==> src/rtl/msr_pkg.sv <==
package msr_pkg;

  typedef enum logic [1:0] {
    PH_STEP = 2'd0,
    PH_ADV  = 2'd1,
    PH_HOLD = 2'd2,
    PH_JUMP = 2'd3
  } ph_act_e;

  // signed distance of a phase count from the mid-cell point
  function automatic int phase_err(int ph, int osr);
    return ph - (osr / 2);
  endfunction

  function automatic logic near_mid(int err, int win);
    return (err <= win) && (err >= -win);
  endfunction

  // integrator vote: sample agrees with the half it sits in
  function automatic logic half_agrees(logic sample, logic first_half);
    return sample == first_half;
  endfunction

endpackage

==> src/rtl/msr_tick_gen.sv <==
module msr_tick_gen #(
  parameter int unsigned DIV = 2
) (
  input  logic clk,
  input  logic rst_n,
  output logic tick
);
  localparam int unsigned CW = (DIV > 1) ? $clog2(DIV) : 1;

  logic [CW-1:0] cnt_q;

  assign tick = (cnt_q == CW'(DIV - 1));

  always_ff @(posedge clk) begin
    if (!rst_n)    cnt_q <= '0;
    else if (tick) cnt_q <= '0;
    else           cnt_q <= cnt_q + CW'(1);
  end
endmodule

==> src/rtl/msr_dpll.sv <==
module msr_dpll
  import msr_pkg::*;
#(
  parameter int unsigned OSR       = 16,
  parameter int unsigned TRACK_WIN = 4,
  parameter int unsigned LOCK_WIN  = 2
) (
  input  logic                   clk,
  input  logic                   rst_n,
  input  logic                   tick,
  input  logic                   line_edge,
  output logic [$clog2(OSR)-1:0] phase,
  output logic                   first_half,
  output logic                   cell_end,
  output logic                   cell_hit,
  output ph_act_e                ph_act
);
  localparam int unsigned PW  = $clog2(OSR);
  localparam int unsigned MID = OSR / 2;

  logic [PW-1:0] phase_q, phase_nxt;
  logic          cur_track_q, prev_track_q, cur_lock_q;
  int            err;
  logic          in_track, in_lock;

  always_comb begin
    err      = phase_err(int'(phase_q), int'(OSR));
    in_track = line_edge && near_mid(err, int'(TRACK_WIN));
    in_lock  = line_edge && near_mid(err, int'(LOCK_WIN));
    if (in_track) begin
      if (err < 0)      ph_act = PH_ADV;
      else if (err > 0) ph_act = PH_HOLD;
      else              ph_act = PH_STEP;
    end else if (line_edge && !prev_track_q && !cur_track_q) begin
      ph_act = PH_JUMP;
    end else begin
      ph_act = PH_STEP;
    end
  end

  always_comb begin
    case (ph_act)
      PH_ADV:  phase_nxt = phase_q + PW'(2);
      PH_HOLD: phase_nxt = phase_q;
      PH_JUMP: phase_nxt = PW'(MID + 1);
      default: phase_nxt = (phase_q == PW'(OSR - 1)) ? '0 : phase_q + PW'(1);
    endcase
  end

  assign cell_end   = tick && (ph_act != PH_JUMP) && (phase_q == PW'(OSR - 1));
  assign cell_hit   = cur_lock_q;
  assign phase      = phase_q;
  assign first_half = (phase_q < PW'(MID));

  always_ff @(posedge clk) begin
    if (!rst_n) begin
      phase_q      <= '0;
      cur_track_q  <= 1'b0;
      prev_track_q <= 1'b0;
      cur_lock_q   <= 1'b0;
    end else if (tick) begin
      phase_q <= phase_nxt;
      if (cell_end) begin
        prev_track_q <= cur_track_q;
        cur_track_q  <= 1'b0;
        cur_lock_q   <= 1'b0;
      end else begin
        if (in_track || ph_act == PH_JUMP) cur_track_q <= 1'b1;
        if (in_lock)                       cur_lock_q  <= 1'b1;
      end
    end
  end
endmodule

==> src/rtl/msr_lock_mon.sv <==
module msr_lock_mon #(
  parameter int unsigned LOCK_CELLS = 8
) (
  input  logic clk,
  input  logic rst_n,
  input  logic cell_end,
  input  logic cell_hit,
  output logic locked
);
  localparam int unsigned CW = $clog2(LOCK_CELLS + 1);

  logic [CW-1:0] hit_run_q, miss_run_q;

  always_ff @(posedge clk) begin
    if (!rst_n) begin
      hit_run_q  <= '0;
      miss_run_q <= '0;
      locked     <= 1'b0;
    end else if (cell_end) begin
      if (cell_hit) begin
        miss_run_q <= '0;
        if (hit_run_q < CW'(LOCK_CELLS)) hit_run_q <= hit_run_q + CW'(1);
        if (hit_run_q == CW'(LOCK_CELLS - 1)) locked <= 1'b1;
      end else begin
        hit_run_q <= '0;
        if (miss_run_q < CW'(LOCK_CELLS)) miss_run_q <= miss_run_q + CW'(1);
        if (miss_run_q == CW'(LOCK_CELLS - 1)) locked <= 1'b0;
      end
    end
  end
endmodule

==> src/rtl/msr_integrator.sv <==
module msr_integrator
  import msr_pkg::*;
#(
  parameter int unsigned OSR = 16
) (
  input  logic clk,
  input  logic rst_n,
  input  logic tick,
  input  logic sample,
  input  logic first_half,
  input  logic cell_end,
  output logic nrz_data,
  output logic nrz_valid
);
  localparam int unsigned AW = $clog2(OSR) + 2;

  logic signed [AW-1:0] acc_q, acc_nxt;

  always_comb begin
    if (half_agrees(sample, first_half)) acc_nxt = acc_q + AW'(1);
    else                                 acc_nxt = acc_q - AW'(1);
  end

  always_ff @(posedge clk) begin
    if (!rst_n) begin
      acc_q     <= '0;
      nrz_data  <= 1'b0;
      nrz_valid <= 1'b0;
    end else begin
      nrz_valid <= cell_end;
      if (cell_end) nrz_data <= (acc_nxt > 0);
      if (tick)     acc_q    <= cell_end ? '0 : acc_nxt;
    end
  end
endmodule

==> src/rtl/msr_manchester_rx.sv <==
module msr_manchester_rx
  import msr_pkg::*;
#(
  parameter int unsigned CLK_HZ      = 125_000_000,
  parameter int unsigned BIT_RATE    = 10_000,
  parameter int unsigned OSR         = 16,
  parameter int unsigned SYNC_STAGES = 2,
  parameter int unsigned TRACK_WIN   = OSR / 4,
  parameter int unsigned LOCK_WIN    = 2,
  parameter int unsigned LOCK_CELLS  = 8
) (
  input  logic clk,
  input  logic rst_n,
  input  logic rx_line,
  output logic nrz_data,
  output logic nrz_valid,
  output logic locked
);
  localparam int unsigned RAW_DIV = CLK_HZ / (BIT_RATE * OSR);
  localparam int unsigned DIV     = (RAW_DIV < 1) ? 1 : RAW_DIV;
  localparam int unsigned PW      = $clog2(OSR);

  // event wires brought out for the checker
  logic          tick;
  logic          line_edge;
  logic          cell_end;
  logic          cell_hit;
  logic          first_half;
  logic [PW-1:0] phase;
  ph_act_e       ph_act;

  logic [SYNC_STAGES-1:0] sync_q;
  logic                   line_s;
  logic                   smp_q;

  always_ff @(posedge clk) begin
    if (!rst_n) sync_q <= '0;
    else        sync_q <= {sync_q[SYNC_STAGES-2:0], rx_line};
  end
  assign line_s = sync_q[SYNC_STAGES-1];

  always_ff @(posedge clk) begin
    if (!rst_n)    smp_q <= 1'b0;
    else if (tick) smp_q <= line_s;
  end
  assign line_edge = tick && (line_s != smp_q);

  msr_tick_gen #(.DIV(DIV)) u_tick (
    .clk  (clk),
    .rst_n(rst_n),
    .tick (tick)
  );

  msr_dpll #(
    .OSR      (OSR),
    .TRACK_WIN(TRACK_WIN),
    .LOCK_WIN (LOCK_WIN)
  ) u_dpll (
    .clk       (clk),
    .rst_n     (rst_n),
    .tick      (tick),
    .line_edge (line_edge),
    .phase     (phase),
    .first_half(first_half),
    .cell_end  (cell_end),
    .cell_hit  (cell_hit),
    .ph_act    (ph_act)
  );

  msr_integrator #(.OSR(OSR)) u_integ (
    .clk       (clk),
    .rst_n     (rst_n),
    .tick      (tick),
    .sample    (line_s),
    .first_half(first_half),
    .cell_end  (cell_end),
    .nrz_data  (nrz_data),
    .nrz_valid (nrz_valid)
  );

  msr_lock_mon #(.LOCK_CELLS(LOCK_CELLS)) u_lock (
    .clk     (clk),
    .rst_n   (rst_n),
    .cell_end(cell_end),
    .cell_hit(cell_hit),
    .locked  (locked)
  );
endmodule

==> config.mk <==
export PLATFORM = sky130hd
export DESIGN_NAME = msr_manchester_rx
export DESIGN_NICKNAME = d
export VERILOG_FILES = /design/src/rtl/msr_pkg.sv /design/src/rtl/msr_tick_gen.sv /design/src/rtl/msr_dpll.sv /design/src/rtl/msr_lock_mon.sv /design/src/rtl/msr_integrator.sv /design/src/rtl/msr_manchester_rx.sv
export SDC_FILE = /design/constraint.sdc
export NUM_CORES = 1
export LEC_CHECK = 0
export ABC_AREA = 1
export BUFFER_PORTS_ARGS = -buffer_cell sky130_fd_sc_hd__buf_2
export CORE_UTILIZATION = 40
export CTS_CLUSTER_DIAMETER = 100
export DETAILED_ROUTE_END_ITERATION = 10
export GPL_TIMING_DRIVEN = 0
export PLACE_DENSITY = 0.66
export SYNTH_ARGS = -nofsm -noshare
export SYNTH_HDL_FRONTEND = slang
export SYNTH_HIERARCHICAL = 1
export SYNTH_SLANG_ARGS = --single-unit
==> constraint.sdc <==
create_clock -name clk -period 4.98 [get_ports clk]
set_input_delay 0 -clock clk [delete_from_list [all_inputs] [get_ports clk]]
set_output_delay 0 -clock clk [all_outputs]
set_load 0.05 [all_outputs]
Word-level counts from Yosys, hierarchy flattened
Index checks and enable logic that the tools add are counted.
{"block": "op_classes", "n_div": 0, "mul": 0, "n_shift": 0, "n_mux": 19, "n_lt_le_gt_ge": 10, "n_addsub": 8, "reduce_logical": 24, "bitwise_logic": 2, "eq_ne": 12}
{"op": ">= comparator 32 x 2 -> 1 bit, second input constant", "n": 1}
{"op": ">= comparator 32 x 3 -> 1 bit, second input constant", "n": 1}
{"op": "> comparator 32 x 1 -> 1 bit, second input constant", "n": 1}
{"op": "<= comparator 32 x 3 -> 1 bit, second input constant", "n": 1}
{"op": "<= comparator 32 x 4 -> 1 bit, second input constant", "n": 1}
{"op": "< comparator 32 x 1 -> 1 bit, second input constant", "n": 1}
{"op": "two-way mux 4 bit", "n": 5}
{"op": "adder 4 x 1 -> 4 bit, second input constant", "n": 3}
{"op": "< comparator 4 bit, second input constant", "n": 3}
{"op": "two-way mux 6 bit", "n": 2}
{"op": "case mux 4 bit (3 select lines)", "n": 1}
{"op": "AND reduction 2 bit", "n": 6}
{"op": "adder 10 x 1 -> 10 bit, second input constant", "n": 1}
{"op": "equality test 10 bit, second input constant", "n": 1}
{"op": "logical AND 1 bit", "n": 9}
{"op": "equality test 4 x 3 -> 1 bit, second input constant", "n": 2}
{"op": "two-way mux 2 bit", "n": 4}
{"op": "nonzero test 2 bit", "n": 4}
{"op": "two-way mux 1 bit", "n": 7}
{"op": "adder 6 x 2 -> 6 bit, second input constant", "n": 1}
{"op": "> comparator 6 x 1 -> 1 bit, second input constant", "n": 1}
{"op": "subtractor 6 x 2 -> 6 bit, second input constant", "n": 1}
{"op": "subtractor 4 x 4 -> 5 bit, second input constant", "n": 1}
{"op": "adder 4 x 2 -> 4 bit, second input constant", "n": 1}
{"op": "other kinds (12)", "n": 16}
{"block": "totals", "wordCells": 88, "inputBits": 3, "latch_bits": 0, "ram_bits": 0, "register_bits": 37, "output_inout_bits": 3, "rom_bits": 0, "memories": 0}

Longest topological paths before layout
{"block": "depth", "depth_word": 11, "depth_mapped": 22, "ltp_nobuf": 21}

Cells and area by module
The synthesis kept the hierarchy.
{"module": "msr_dpll", "cells_each": 86, "area_each_um2": 608.1, "seq_area_each_um2": 140.1, "n_inst": 1}
{"module": "msr_integrator", "cells_each": 87, "area_each_um2": 589.3, "seq_area_each_um2": 160.2, "n_inst": 1}
{"module": "msr_tick_gen", "cells_each": 66, "area_each_um2": 496.7, "seq_area_each_um2": 200.2, "n_inst": 1}
{"module": "msr_lock_mon", "cells_each": 64, "area_each_um2": 459.2, "seq_area_each_um2": 180.2, "n_inst": 1}
{"module": "msr_manchester_rx", "cells_each": 16, "area_each_um2": 111.4, "seq_area_each_um2": 60.1, "n_inst": 1}

Worst setup path before layout
No wires, ideal clock.
{"block": "synth_path", "path_kind": "register to register", "from": "register u_tick.cnt_q[0]", "to": "register u_lock.miss_run_q[1]", "t_required_ns": 4.910, "slack_ns": 2.287, "synth_period_minus_slack_ns": 2.693, "stages_incl_launch_ff": 21, "arrival_ns": 2.624, "path_buffers": 1, "setup_ns": 0.070, "path_cell_list": "dfxtp_1 -> inv_1 -> ha_1 -> nand2_1 -> nor2_1 -> nand3_1 -> inv_1 -> nand2_1 -> nor2_1 -> inv_1 -> nor2_4 -> nand2_2 -> nand2_4 -> nand2_1 -> ha_1 -> nor3_4 -> buf_6 -> nand2_4 -> nor2_1 -> nand2_1 -> a21oi_1"}
{"block": "synth_via", "elab_chain_cells": 10, "elab_cells_between_ends": 11, "classes_between": "eq/ne: 2; mux: 2; reduce/logical: 7"}
{"element": "start: declaration", "line": "msr_tick_gen.sv:10", "text": "logic [CW-1:0] cnt_q;"}
{"element": "start signal: assignment", "line": "msr_tick_gen.sv:17", "text": "else cnt_q <= cnt_q + CW'(1);"}
{"element": "equality test 10 bit (*)", "line": "msr_tick_gen.sv:12", "text": "assign tick = (cnt_q == CW'(DIV - 1));"}
{"element": "net tick", "line": "msr_manchester_rx.sv:24", "text": "logic tick;"}
{"element": "logical AND 1 bit (*)", "line": "msr_manchester_rx.sv:46", "text": "assign line_edge = tick && (line_s != smp_q);"}
{"element": "net line_edge", "line": "msr_manchester_rx.sv:25", "text": "logic line_edge;"}
{"element": "logical AND 1 bit (2 in series)", "line": "msr_dpll.sv:34", "text": "end else if (line_edge && !prev_track_q && !cur_track_q) begin"}
{"element": "two-way mux 2 bit", "line": "msr_dpll.sv:34"}
{"element": "two-way mux 2 bit (*)", "line": "msr_dpll.sv:30", "text": "if (in_track) begin"}
{"element": "net ph_act[0]", "line": "msr_manchester_rx.sv:30", "text": "ph_act_e ph_act;"}
{"element": "!= test 2 bit (*)", "line": "msr_dpll.sv:50", "text": "assign cell_end = tick && (ph_act != PH_JUMP) && (phase_q == PW'(OSR - 1));"}
{"element": "logical AND 1 bit (*) (2 in series)", "line": "msr_dpll.sv:50"}
{"element": "net cell_end", "line": "msr_manchester_rx.sv:26", "text": "logic cell_end;"}
{"element": "AND reduction 2 bit (no source line) (*)"}
{"element": "end signal: assignment", "line": "msr_lock_mon.sv:26", "text": "if (miss_run_q < CW'(LOCK_CELLS)) miss_run_q <= miss_run_q + CW'(1);"}
{"element": "end: declaration", "line": "msr_lock_mon.sv:12", "text": "logic [CW-1:0] hit_run_q, miss_run_q;"}
The timed path passes the listed nets; every way through them passes the cells marked *.
A chain may end at the register's enable or synchronous reset.

Worst setup path in the final report
Ends and elaborated chain as after synthesis.

==> results by stage <==
Cells and area:
- The final layout contains 356 nets.
- The most common library cell in the layout ignoring fill and taps is sky130_fd_sc_hd__nand2_1.
- The filler cell count is 565.
- In the final layout, flip-flops and latches occupy 741 µm².
- The top cell types in the final layout, fill and taps aside, are sky130_fd_sc_hd__nand2_1 (80), sky130_fd_sc_hd__inv_1 (52), sky130_fd_sc_hd__dfxtp_1 (37), sky130_fd_sc_hd__nor2_1 (30), sky130_fd_sc_hd__nand3_1 (23).
- In the final layout, the share of cells above drive strength 1 is around 11%.
- The area of the multi-input gates is approximately 0.0013 mm².
- After routing the design area is around 0.0025 mm².
- The post-synthesis to final-layout area growth is 10.1%.
- The total inserted antenna cells is 0.

Clocking:
- The H-tree was split into 2 levels.
- The clock drives 37 sinks.
- The clock tree buffer depth is 2.
- The number of setup buffers added after CTS is 0.
- The insertion delay of the later-clocked pin in the worst-skew pair is 290 ps.
- The clock root buffer is sky130_fd_sc_hd__clkbuf_8.
- The clock input transition at the sequential cells of the worst setup and hold paths is 70 ps.
- TritonCTS built the clock tree.
- The number of clock buffers inserted by TritonCTS is 5.

Worst setup path:
- The worst setup path is captured at a flip-flop.
- The largest stage delay on the critical path is ~400 ps.
- On the critical path, the stage with the largest delay is an instance of sky130_fd_sc_hd__nor3_4.
- The arrival time of the worst setup path is 3360 ps.
- Together, buffers and inverters on the worst path number 4.
- Among the stages of the critical path, the cell type that occurs most often is sky130_fd_sc_hd__nand2_1.
- On the critical path the largest part of the delay comes from simple AND/OR/NAND/NOR gates.
- The worst setup path category is reg2reg.
- The required time of the critical path is 5200 ps.
- The biggest fanout along the worst timing path is 8.
- The critical path goes through inv_1 -> ha_1 -> nand2_1 -> nor2_1 -> nand3_1 -> inv_1 -> nand2_1 -> nor2_1 -> inv_1 -> nor2_4 -> nand2_2 -> nand2_4 -> nand2_1 -> ha_1 -> nor3_4 -> buf_6 -> nand2_4 -> nor2_1 -> nand2_1 -> a21oi_1.
- The startpoint kind of the worst setup timing path is a flip-flop.

Yosys:
- The top flip-flop cell by instance count after synthesis is sky130_fd_sc_hd__dfxtp_1.
- The proportion of synthesized flip-flops having asynchronous set or reset is 0%.
- The number of synthesized flops with an enable pin is 0.
- Synthesis inferred 37 register bits.
- The sequential element share of the synthesized area is about 33%.
- For this run, the number of Yosys warnings is 6.
- After synthesis the cells add up to 0.00226 mm².
- The count of mapped cells out of synthesis is roughly 320.
- The net count of the mapped netlist is 343.
- Counting distinct cell types in the post-synthesis netlist gives 28.
- In this run the mean area of a mapped cell was 7.10 µm².

Placed design:
- Once detailed placement completed, the half-perimeter wirelength came to 2990 µm.
- Once placement finished, the instance area stood at 0.00238 mm².
- The total of buffers placed on input and output ports is 5.
- Routability-driven placement finished with a final weighted congestion of 0.822.

Timing:
- The number of pins exceeding their max-slew limit in the final report is 0.
- Setup repair after global routing left no endpoint under its margin.
- Setup violations remaining at the end of the flow were counted as 0.
- The worst clock skew on the final layout is around 9.0 ps.
- At the pin with the least slew margin, the transition time is 402 ps.
- The final count of hold timing violations is 0.
- Subtracting the final worst setup slack from the clock period gives 3140 ps.
- The maximum clock frequency is between 300 and 400 MHz.
- The accumulated negative setup slack is 0 ps.
- Of the available clock period, the critical path in the final layout requires between 60% and 70%.
- The worst-case headroom to the max-slew limit is 73.1%.

Detailed routing:
- For this block, the via count after detailed routing is 1897.
- The first-iteration detailed-routing DRC count is 68.
- The via density per instance is 4.70.
- The first TritonRoute pass finished after 4 iterations.
- Dividing the detail-routed wire length by the instance count gives between 10 and 15 µm.
- The final layout contains routed wiring with a total length of a little over 4000 µm.
- In this run the remaining antenna-violating nets after routing total 0.
- After detailed routing, the number of remaining DRC violations is 0.

Worst hold path:
- The class of the tightest hold or removal check is in2reg.

Floorplan:
- Measured along the y axis, the die boundary spans 77.2 µm.
- The floorplan has 27 rows.
- 6 I/O pins were placed.
- The area of the placeable core is 0.00547 mm².
- The floorplan step defined a die boundary enclosing approximately 0.0060 mm².
- The initial utilization of the core area, before any placement, comes to 41.4%.
- The horizontal die dimension is about 77 µm.

Global routing:
- The pin count of the biggest net entering global routing is 18.
- The via count of the first global-routing pass came to 1667.
- The initial antenna violation count was 0.
- The remaining global-route overflow is 0.
- Global routing used 14.9% of the available tracks across all layers.
- The global-route wire length before repair is 7100 µm.

Power:
- The analysis attributes to cell leakage a power of 1.09 nW.
- The power per cell area is 232 mW/mm².
- The worst-case IR drop observed on VDD is 0.0000866 V.

Outcome:
- The run finished with clean final reports.

Run:
- The tool flagged a number of max-cap violations equal to 0.
==> Yosys cell counts, types with 2 or more instances <==
cell type	count	share of area, %
sky130_fd_sc_hd__a21oi_1	22	4.9
sky130_fd_sc_hd__nand2_4	3	1.5
sky130_fd_sc_hd__nand4_1	2	0.55
sky130_fd_sc_hd__dfxtp_1	37	33
sky130_fd_sc_hd__nor2_1	30	5.0
sky130_fd_sc_hd__nand3_1	23	5.1
sky130_fd_sc_hd__a21oi_2	4	1.5
sky130_fd_sc_hd__nand2_2	3	0.83
sky130_fd_sc_hd__nor2_2	2	0.55
sky130_fd_sc_hd__nand3_2	5	2.2
sky130_fd_sc_hd__ha_1	20	11
sky130_fd_sc_hd__nand2_1	80	13
sky130_fd_sc_hd__xor2_1	5	1.9
sky130_fd_sc_hd__nor2_4	3	1.5
sky130_fd_sc_hd__inv_1	52	8.6
sky130_fd_sc_hd__o21ai_0	8	1.8
sky130_fd_sc_hd__xnor2_1	2	0.77
sky130_fd_sc_hd__inv_2	4	0.66
sky130_fd_sc_hd__nand3b_1	5	1.7
==> routing by layer <==
| metal | part of all wire [%] | track usage, % | vias up |
|---|---|---|---|
| li1 | - | - | 1025 |
| met1 | 51 | 19.2 | 843 |
| met2 | 45 | 23.9 | 25 |
| met3 | 2.7 | 3.57 | 4 |
| met4 | 1.0 | 5.66 | 0 |
| met5 | 0 | 0 | - |
==> worst reg2reg max path: stages, from the launching register on <==
cell and delay [ps]:
sky130_fd_sc_hd__dfxtp_1 350, sky130_fd_sc_hd__inv_1 70, sky130_fd_sc_hd__ha_1 130, sky130_fd_sc_hd__nand2_1 50, sky130_fd_sc_hd__nor2_1 80, sky130_fd_sc_hd__nand3_1 140
sky130_fd_sc_hd__inv_1 260, sky130_fd_sc_hd__nand2_1 90, sky130_fd_sc_hd__nor2_1 130, sky130_fd_sc_hd__inv_1 100, sky130_fd_sc_hd__nor2_4 130, sky130_fd_sc_hd__nand2_2 80
sky130_fd_sc_hd__nand2_4 80, sky130_fd_sc_hd__nand2_1 90, sky130_fd_sc_hd__ha_1 280, sky130_fd_sc_hd__nor3_4 400, sky130_fd_sc_hd__buf_6 200, sky130_fd_sc_hd__nand2_4 70
sky130_fd_sc_hd__nor2_1 170, sky130_fd_sc_hd__nand2_1 70, sky130_fd_sc_hd__a21oi_1 120
==> per-stage QoR <==
step                      setup slack [ps]  std cells  power (mW)  hold WS (ps)  util, %
after floorplan                       2290        319       0.324          93.5        -
final                                 1840        404       0.578          88.7     45.6
after detailed placement              1870        396       0.330           192     43.5
after global routing                  1390        404       0.602           104     45.6
after CTS                             1840        404       0.587          88.0     45.6
after global placement                1840        396       0.330           192     43.5
==> final timing paths <==
| check | slack (ps) | start | cells past startpoint | to |
|---|---|---|---|---|
| max | 1840 | u_tick/cnt_q[0] | 20 | u_lock/miss_run_q[1] |
| max reg2reg | 1840 | u_tick/cnt_q[0] | 20 | u_lock/miss_run_q[1] |
| min reg2reg | 430 | sync_q[0] | 2 | sync_q[1] |
| min | 90 | rst_n | 3 | sync_q[1] |
==> area by class of cell <==
type	count	area share, %
multi-input combinational	225	52.2
sequential	37	29.7
inverter	56	8.43
tap	72	3.61
clock buffer	5	2.76
clock inverter	2	1.40
timing repair buffer	6	1.40
buffer	1	0.452
==> flip-flops by register name, summed over array words and instances, names as in the netlist, 2 cells and up <==
name,cells
sync_q,2
u_dpll/phase,4
u_integ/acc_q,6
u_lock/hit_run_q,4
u_lock/miss_run_q,4
u_tick/cnt_q,10
==> power by group <==
group	leakage, nW	switching (mW)	internal, mW	total (mW)
combinational	0.738	0.0143	0.00828	0.0226
sequential	0.299	0.00292	0.298	0.301
clock	0.0540	0.109	0.146	0.254
total	1.09	0.126	0.452	0.578
==> cells by family (layout without fill, tap and decap cells) <==
logic type / Yosys count / in the layout / share of synthesized area [%]
flops: 37 / 37 / 32.7
simple gates: 158 / 158 / 33.0
buf+inv: 57 / 70 / 9.78
xor+xnor: 7 / 7 / 2.71
compound gates: 39 / 39 / 9.83
fa+ha+maj: 21 / 21 / 11.9
==> what timing repair did <==
action / in CTS / in global routing
hold endpoints to repair: 1 / 0
resized for setup: 0 / 0
hold buffers: 1 / 0
(Power assumes the default switching activity.)
